File: src/rtl/warp_regroup_pkg.sv
package warp_regroup_pkg;
  localparam int STEP_W = 8;

  typedef struct packed {
    logic              clear;
    logic              step;
    logic [STEP_W-1:0] idx;
  } regroupStrobe_t;
endpackage

File: src/rtl/warp_regroup_ctrl.sv
module warp_regroup_ctrl
  import warp_regroup_pkg::*;
#(
  parameter int NUM_WARPS = 4
) (
  input  logic           clk,
  input  logic           rst_n,
  input  logic           start,
  output regroupStrobe_t strb,
  output logic           busy,
  output logic           done
);
  localparam logic [STEP_W-1:0] LAST_STEP = STEP_W'(NUM_WARPS - 1);

  logic [STEP_W-1:0] stepCnt;

  always_ff @(posedge clk or negedge rst_n) begin
    if (!rst_n) begin
      busy    <= 1'b0;
      stepCnt <= '0;
      done    <= 1'b0;
    end else begin
      done <= 1'b0;
      if (!busy) begin
        stepCnt <= '0;
        if (start) busy <= 1'b1;
      end else if (stepCnt == LAST_STEP) begin
        busy <= 1'b0;
        done <= 1'b1;
      end else begin
        stepCnt <= stepCnt + 1'b1;
      end
    end
  end

  always_comb begin
    strb.clear = !busy && start;
    strb.step  = busy;
    strb.idx   = stepCnt;
  end

  assert_done_pulse_R2: assert property (@(posedge clk) disable iff (!rst_n)
    done |=> !done);

  assert_done_follows_run_R2: assert property (@(posedge clk) disable iff (!rst_n)
    $rose(done) |-> $past(busy) && !busy);

  assert_start_ignored_R8: assert property (@(posedge clk) disable iff (!rst_n)
    busy && (stepCnt != LAST_STEP) |=> busy && (stepCnt == $past(stepCnt) + 1'b1));
endmodule

File: src/rtl/warp_regroup_dp.sv
module warp_regroup_dp
  import warp_regroup_pkg::*;
#(
  parameter int NUM_WARPS = 4,
  parameter int LANES     = 32,
  parameter int IDX_W     = 2,
  parameter int CNT_W     = 3
) (
  input  logic                           clk,
  input  logic                           rst_n,
  input  regroupStrobe_t                 strb,
  input  logic [NUM_WARPS*LANES-1:0]     warpMasks,
  output logic [NUM_WARPS*LANES-1:0]     formedFlat,
  output logic [NUM_WARPS*LANES*IDX_W-1:0] srcFlat,
  output logic [CNT_W-1:0]               numActive
);
  logic [NUM_WARPS-1:0][LANES-1:0]            maskReg;
  logic [NUM_WARPS-1:0][LANES-1:0]            formed;
  logic [NUM_WARPS-1:0][LANES-1:0][IDX_W-1:0] srcReg;
  logic [LANES-1:0][CNT_W-1:0]                laneCnt;
  logic [LANES-1:0]                           curBits;

  always_comb begin
    curBits = '0;
    for (int k = 0; k < NUM_WARPS; k++)
      if (strb.idx == STEP_W'(k)) curBits = maskReg[k];
  end

  always_ff @(posedge clk or negedge rst_n) begin
    if (!rst_n) begin
      maskReg <= '0;
      formed  <= '0;
      srcReg  <= '0;
      laneCnt <= '0;
    end else if (strb.clear) begin
      maskReg <= warpMasks;
      formed  <= '0;
      srcReg  <= '0;
      laneCnt <= '0;
    end else if (strb.step) begin
      for (int j = 0; j < LANES; j++) begin
        if (curBits[j]) begin
          for (int m = 0; m < NUM_WARPS; m++) begin
            if (laneCnt[j] == CNT_W'(m)) begin
              formed[m][j] <= 1'b1;
              srcReg[m][j] <= strb.idx[IDX_W-1:0];
            end
          end
          laneCnt[j] <= laneCnt[j] + 1'b1;
        end
      end
    end
  end

  always_comb begin
    numActive = '0;
    for (int j = 0; j < LANES; j++)
      if (laneCnt[j] > numActive) numActive = laneCnt[j];
  end

  assign formedFlat = formed;
  assign srcFlat    = srcReg;

  genvar gj, gm;
  generate
    for (gj = 0; gj < LANES; gj++) begin : g_laneChk
      assert_lane_bound_R5: assert property (@(posedge clk) disable iff (!rst_n)
        laneCnt[gj] <= CNT_W'(NUM_WARPS));
    end
    for (gm = 1; gm < NUM_WARPS; gm++) begin : g_compactChk
      assert_compact_R4: assert property (@(posedge clk) disable iff (!rst_n)
        (formed[gm] & ~formed[gm-1]) == '0);
    end
  endgenerate
endmodule

File: src/rtl/warp_regroup.sv
module warp_regroup
  import warp_regroup_pkg::*;
#(
  parameter int NUM_WARPS = 4,
  parameter int LANES     = 32,
  localparam int IDX_W    = (NUM_WARPS > 1) ? $clog2(NUM_WARPS) : 1,
  localparam int CNT_W    = $clog2(NUM_WARPS + 1)
) (
  input  logic                             clk,
  input  logic                             rst_n,
  input  logic                             start,
  input  logic [NUM_WARPS*LANES-1:0]       warpMasks,
  output logic                             done,
  output logic [NUM_WARPS*LANES-1:0]       formedMasks,
  output logic [NUM_WARPS*LANES-1:0]       srcValid,
  output logic [NUM_WARPS*LANES*IDX_W-1:0] srcIdx,
  output logic [CNT_W-1:0]                 numActive
);
  regroupStrobe_t strb;
  logic           busy;

  warp_regroup_ctrl #(.NUM_WARPS(NUM_WARPS)) u_ctrl (
    .clk(clk), .rst_n(rst_n), .start(start),
    .strb(strb), .busy(busy), .done(done)
  );

  warp_regroup_dp #(
    .NUM_WARPS(NUM_WARPS), .LANES(LANES), .IDX_W(IDX_W), .CNT_W(CNT_W)
  ) u_dp (
    .clk(clk), .rst_n(rst_n), .strb(strb), .warpMasks(warpMasks),
    .formedFlat(formedMasks), .srcFlat(srcIdx), .numActive(numActive)
  );

  assign srcValid = formedMasks;

  assert_hold_R9: assert property (@(posedge clk) disable iff (!rst_n)
    !busy && !start |=> $stable(formedMasks) && $stable(srcIdx) && $stable(numActive));

  assert_count_range_R6: assert property (@(posedge clk) disable iff (!rst_n)
    numActive <= CNT_W'(NUM_WARPS));
endmodule

File: config.mk
export PLATFORM = sky130hd
export DESIGN_NAME = warp_regroup
export DESIGN_NICKNAME = d
export VERILOG_FILES = /design/src/rtl/warp_regroup_pkg.sv /design/src/rtl/warp_regroup_ctrl.sv /design/src/rtl/warp_regroup_dp.sv /design/src/rtl/warp_regroup.sv
export SDC_FILE = /design/constraint.sdc
export NUM_CORES = 1
export LEC_CHECK = 0
export BUFFER_PORTS_ARGS = -buffer_cell sky130_fd_sc_hd__clkbuf_2
export CAP_MARGIN = 20
export CORE_ASPECT_RATIO = 1.75
export CORE_MARGIN = 1.5
export CORE_UTILIZATION = 48
export CTS_CLUSTER_SIZE = 14
export DETAILED_ROUTE_END_ITERATION = 6
export PLACE_DENSITY = 0.75
export RECOVER_POWER = 100
export SYNTH_ARGS = -nofsm -noshare
export SYNTH_HDL_FRONTEND = slang
export SYNTH_SLANG_ARGS = --single-unit
File: constraint.sdc
create_clock -name clk -period 52.5 [get_ports clk]
set_input_delay 13.125 -clock clk [delete_from_list [all_inputs] [get_ports clk]]
set_output_delay 13.125 -clock clk [all_outputs]
set_load 0.02 [all_outputs]
* After elaboration in Yosys (flattened, before gate mapping)
Cells that the tools add are included.
** Operators by class
- $add $sub $neg :: 33
- Reduce and logical (&&, ||, !) cells :: 356
- Multiplexer cells :: 593
- Eq/ne operators :: 100
- $lt $le $gt $ge :: 32
** Operators by type and width (number)
- $mux W2 :: 256
- $mux W256 :: 2
- $reduce_and A3 Y1 :: 128
- $reduce_bool A2 Y1 :: 161
- $mux W1 :: 261
- $mux W128 :: 2
- $eq A3 B2 Y1 const B :: 64
- $mux W3 :: 64
- $mux W96 :: 2
- $mux W32 :: 4
- $add A3 B1 Y3 const B :: 32
- $eq A3 B1 Y1 const B :: 32
- $logic_not A3 Y1 :: 32
- $gt A3 B3 Y1 :: 31
- $reduce_and A2 Y1 :: 32
- $eq A8 B2 Y1 const B :: 2
- $mux W8 :: 2
- $add A8 B1 Y8 const B :: 1
- $eq A8 B1 Y1 const B :: 1
- $logic_not A8 Y1 :: 1
- $gt A3 B1 Y1 const B :: 1
- $ne A2 B2 Y1 const B :: 1
- $logic_and A1 B1 Y1 :: 1
- $logic_not A1 Y1 :: 1
** Word-level totals
- Output and inout bits :: 516
- Flip-flop bits (word level) :: 618

* Longest topological paths before layout
- Word-level depth :: 64
- Mapped depth :: 194
- Gate-level depth less buffers :: 193

* Cells and area by module
Synthesis repeated with hierarchy kept, for this count alone.
** Unflattened totals
- Cell total of the unflattened synthesis :: 3332
- Area total of the unflattened synthesis :: 32985.4 um^2
** Modules (own cells, without submodules)
- warp_regroup_dp :: seq. area each 15214.6 um^2, cells each 3151, times used 1, area each 31521.5 um^2
- warp_regroup :: seq. area each 0.0 um^2, cells each 128, times used 1, area each 960.9 um^2
- warp_regroup_ctrl :: seq. area each 250.2 um^2, cells each 53, times used 1, area each 503.0 um^2

* Least setup slack after synthesis
OpenSTA, ideal clock, no wires.
- Path type :: flip-flop to output port
- Start :: reg u_dp.laneCnt[0] (netlist bit)
- End :: out numActive[1]
- Cell stages (with the launch flop) :: 177
- Setup slack :: 3.106 ns
- Arrival :: 36.269 ns
- Buffers on the path :: 1
- Path through :: dfrtp_1 inv_1 ha_1 a21oi_1 ha_1 and3_1 a21o_1 a21o_1 ha_1 nand3b_1 a32oi_1 a221oi_1 a21o_1 ha_1 nand3b_1 a32oi_1 mux2_2 ha_1 [... 141 more ...] nor2b_1 o21ai_0 nand2b_1 nand2_1 and3_1 nand2b_1 and2_1 ha_1 a21o_1 a21oi_1 a31oi_1 mux2_2 ha_1 nor2b_1 o21a_1 o21ai_0 nand2b_1 o21ai_0
** On the way
- Cells in the longest elaborated chain, start to end :: 64
** Ends and longest elaborated chain
- start, declared :: line warp_regroup_dp.sv:20 : logic [LANES-1:0][CNT_W-1:0] laneCnt;
- start signal, assigned by index :: line warp_regroup_dp.sv:49 : laneCnt[j] <= laneCnt[j] + 1'b1;
- $gt A3 B1 Y1 :: line warp_regroup_dp.sv:58 : if (laneCnt[j] > numActive) numActive = laneCnt[j];
- $mux W3 (*) :: line warp_regroup_dp.sv:58
- $gt A3 B3 Y1 :: line warp_regroup_dp.sv:58
- $mux W3 (*) :: line warp_regroup_dp.sv:58
- $gt A3 B3 Y1 :: line warp_regroup_dp.sv:58
- $mux W3 (*) :: line warp_regroup_dp.sv:58
- $gt A3 B3 Y1 :: line warp_regroup_dp.sv:58
- $mux W3 (*) :: line warp_regroup_dp.sv:58
- [... 48 more ...]
- $gt A3 B3 Y1 :: line warp_regroup_dp.sv:58
- $mux W3 (*) :: line warp_regroup_dp.sv:58
- $gt A3 B3 Y1 :: line warp_regroup_dp.sv:58
- $mux W3 (*) :: line warp_regroup_dp.sv:58
- $gt A3 B3 Y1 :: line warp_regroup_dp.sv:58
- $mux W3 (*) :: line warp_regroup_dp.sv:58
- $gt A3 B3 Y1 :: line warp_regroup_dp.sv:58
- $mux W3 (*) :: line warp_regroup_dp.sv:58
- end, declared :: line warp_regroup.sv:17 : output logic [CNT_W-1:0] numActive
Every way passes the cells marked *; elsewhere a longest branch is shown, timed or not.

* Worst setup path in the final report
- Start :: reg u_dp.laneCnt[0] (netlist bit)
- End :: out numActive[0]
Same word-level chain as after synthesis.

==> results.md <==
- Status: finished with violations
- Failing checks: max-capacitance violations, max-slew violations
- CTS tree: yes
- Critical path capture point type: output pin
- Setup_tns: 0 ns
- Register area share after synthesis: 46.8%
- I/O pin count: 647
- Layout cells sized above 1: 11.8%
- Vias in the first global route: 26900
- Root buffer cell: clkbuf_16
- DR iter-0 viols: 1762
- Seq cells post-synth: 618
- Tmin final: 50.55 ns
- Fillers: 6411
- Detailed Routing Iterations Pass 1: 5
- Routed len/inst: 20.7 um
- Total GRT Usage: 28.8%
- Nets: 4472
- Syn Inst Count: 3592
- Final HPWL DP: 76.5 mm
- Worst skew pair latency: 0.64 ns
- Largest net degree at the start of global routing: 173
- Clk buf depth: 3
- Rows: 127
- Syn_nets: 3980
- Final Non-Filler Cells: 5026
- Core Region: 68300 sq um
- Setup CP Type: flop to output pin
- Via Count: 27700
- Final ANT Viol Nets: 0
- Primary FF master, synth: dfrtp_1
- # placed instances: 4900
- Total Die Area: 70500 sq um
- Yosys warnings: 0
- # hold bufs at CTS: 0
- Clock Sink Count: 618
- Library cells used by synthesis: 80
- Number of inserted diodes: 0
- Worst-margin pin slew: 8.98 ns
- Crit-path max cell delay: 0.40 ns
- Worst rel slew slack: -499%
- Max-slew violation count: 1387
- Vias/cell: 5.52
- Post-synth top area share: 46.8%
- Initial antenna violation count: 0
- Startpoint types: flop
- Worst path most repeated cell: ha_1
- CP max FO: 9
- Fin util: 55.4%
- Worst r2r path cells: 6
- Final setup fails: 0
- Congestion Overflow GR: 0
- Chip Height: 350 um
- First-pass GRT wire length: 157 mm
- CP delay by family, top: compound AO/OA/AOI/OAI gates
- CTS H-tree depth: 2
- TritonCTS Buffers: 56
- Fin. Hold Viols: 0
- Max Cap Viol: 19
- Starting Density: 48.3%
- Data arrival, critical path: 37.43 ns
- Number of synthesized flops with an enable pin: 0
- Die X: 201 um
- Routed wire length: 104 mm
- Crit-path slowest cell: dfrtp_1
- Clock Pin Slew Worst Setup and Hold Paths: 0.07 ns
- Setup WS post-layout: 1.95 ns
- Fmax: 0.0198 GHz
- GPL Wtd Cong: 0.966
- Port Buf Inserts: 646
- Leading area contributor after synthesis: dfrtp_1
- Hold Crit Class: flop to flop
- Fin crit share: 96.3%
- Worst Path Buf+Inv: 8
- Worst endpoint required time: 39.38 ns
- Hold path depth: 2
- Critical path depth in cells: 179
- Area growth, synth to finish: 14.6%
- Main area contributors after synthesis: dfrtp_1 47%, nand2_1 10%, ha_1 9.7%
- DRC: 0
- FFs w/ async S/R, synth: 100%
- Setup WS pre-CTS: -1.24 ns
- Worst clock skew: 0.0234 ns
- Avg Cell Area, Syn: 9.20 sq um
- Mapped Area: 33000 sq um
through the flow:
step / cell area [sq um] / hold slack, ns
after floorplan: 33000 / 0.438
after global placement: 36100 / 0.449
after detailed placement: 36100 / 0.458
after CTS: 38000 / 0.474
after global routing: 37900 / 0.487
final: 37900 / 0.471
timing repair:
action / CTS / global route
gates resized for setup: 30 / 91
pin swaps: 0 / 27
setup buffers: 0 / 27
endpoints found under the setup margin: 3 / 3
placed cells by master, fill, tap and decap left out, drive strengths merged, types with 11 or more instances in the layout:
cell	netlist	layout
and2	27	27
nand3b	11	11
a31oi	14	14
mux2	100	100
and3	25	25
a221o	19	19
dfrtp	618	618
a21boi	14	14
clkbuf	109	747
nor3	22	22
o211ai	25	25
nor2b	19	19
o21a	31	31
o21ai	234	234
a22o	46	46
ha	257	257
nand3	199	199
a221oi	18	18
nor2	179	179
inv	167	169
mux2i	32	32
nand2	900	900
a21oi	201	201
o31ai	24	24
buf	168	46
a21o	22	22
a211oi	17	17
logic make-up (layout without fill, tap and decap cells):
group	Yosys count	in the layout	share of synthesized area, %
AND/OR/NAND/NOR	1420	1420	18.1
AO/OA/AOI/OAI	715	715	14.1
flip-flops	618	618	46.8
buffers and inverters	444	975	6.73
adder cells (fa/ha/maj)	257	257	9.73
multiplexers	132	132	4.38
XOR/XNOR	6	6	0.159
final cells by class:
| cell class | instances | area [sq um] | area share (%) |
|---|---|---|---|
| Timing Repair Buffer | 711 | 3010 | 7.94 |
| Tap cell | 903 | 1130 | 2.98 |
| Multi-Input combinational cell | 2530 | 15900 | 41.9 |
| Sequential cell | 618 | 15500 | 40.9 |
| Inverter | 167 | 627 | 1.66 |
| Clock buffer | 82 | 1590 | 4.20 |
| Clock inverter | 15 | 169 | 0.446 |
flip-flops by register name, summed over array words and instances, names as in the netlist:
register,flops
u_ctrl.busy,1
u_ctrl.done,1
u_ctrl.stepCnt,8
u_dp.formedFlat,128
u_dp.laneCnt,96
u_dp.maskReg,128
u_dp.srcFlat,256
synthesized netlist by cell type (all sizes together) (24+ instances only):
master,count
mux2i,32
inv,167
nand2,900
o21ai,234
buf,168
a22o,46
o31ai,24
clkbuf,109
nand3,199
mux2,100
and3,25
and2,27
nor2,179
o21a,31
ha,257
dfrtp,618
a21oi,201
o211ai,25
worst reg2reg max path, stage by stage, from the launching register on:
cell and delay, ns:
dfrtp_4 0.81, nor2b_1 0.38, clkbuf_1 2.76, clkbuf_1 2.71, clkbuf_1 2.85, nand2_1 0.65
nand2_1 0.19
layer usage:
layer	track usage, %	part of all wire [%]
met2	49.3	49
met1	34.8	39
met5	0	0
met4	14.9	5.4
met3	4.98	6.6
worst paths after layout:
| kind | from | slack (ns) | endpoint |
|---|---|---|---|
| min in group asynchronous | rst_n | 14.89 | u_dp.formedFlat[62] |
| worst max register to register | u_ctrl.busy | 42.07 | u_dp.maskReg[52] |
| worst min register to register | u_dp.maskReg[115] | 0.47 | u_dp.maskReg[115] |
| max in group asynchronous | rst_n | 24.24 | u_dp.srcFlat[131] |
| worst max-delay path | u_dp.laneCnt[0] | 1.95 | numActive[0] |
| worst min-delay path | u_dp.maskReg[115] | 0.47 | u_dp.maskReg[115] |
Power is not shown: default switching activity piles up to over one toggle a cycle in this logic, so the estimate is an artifact.
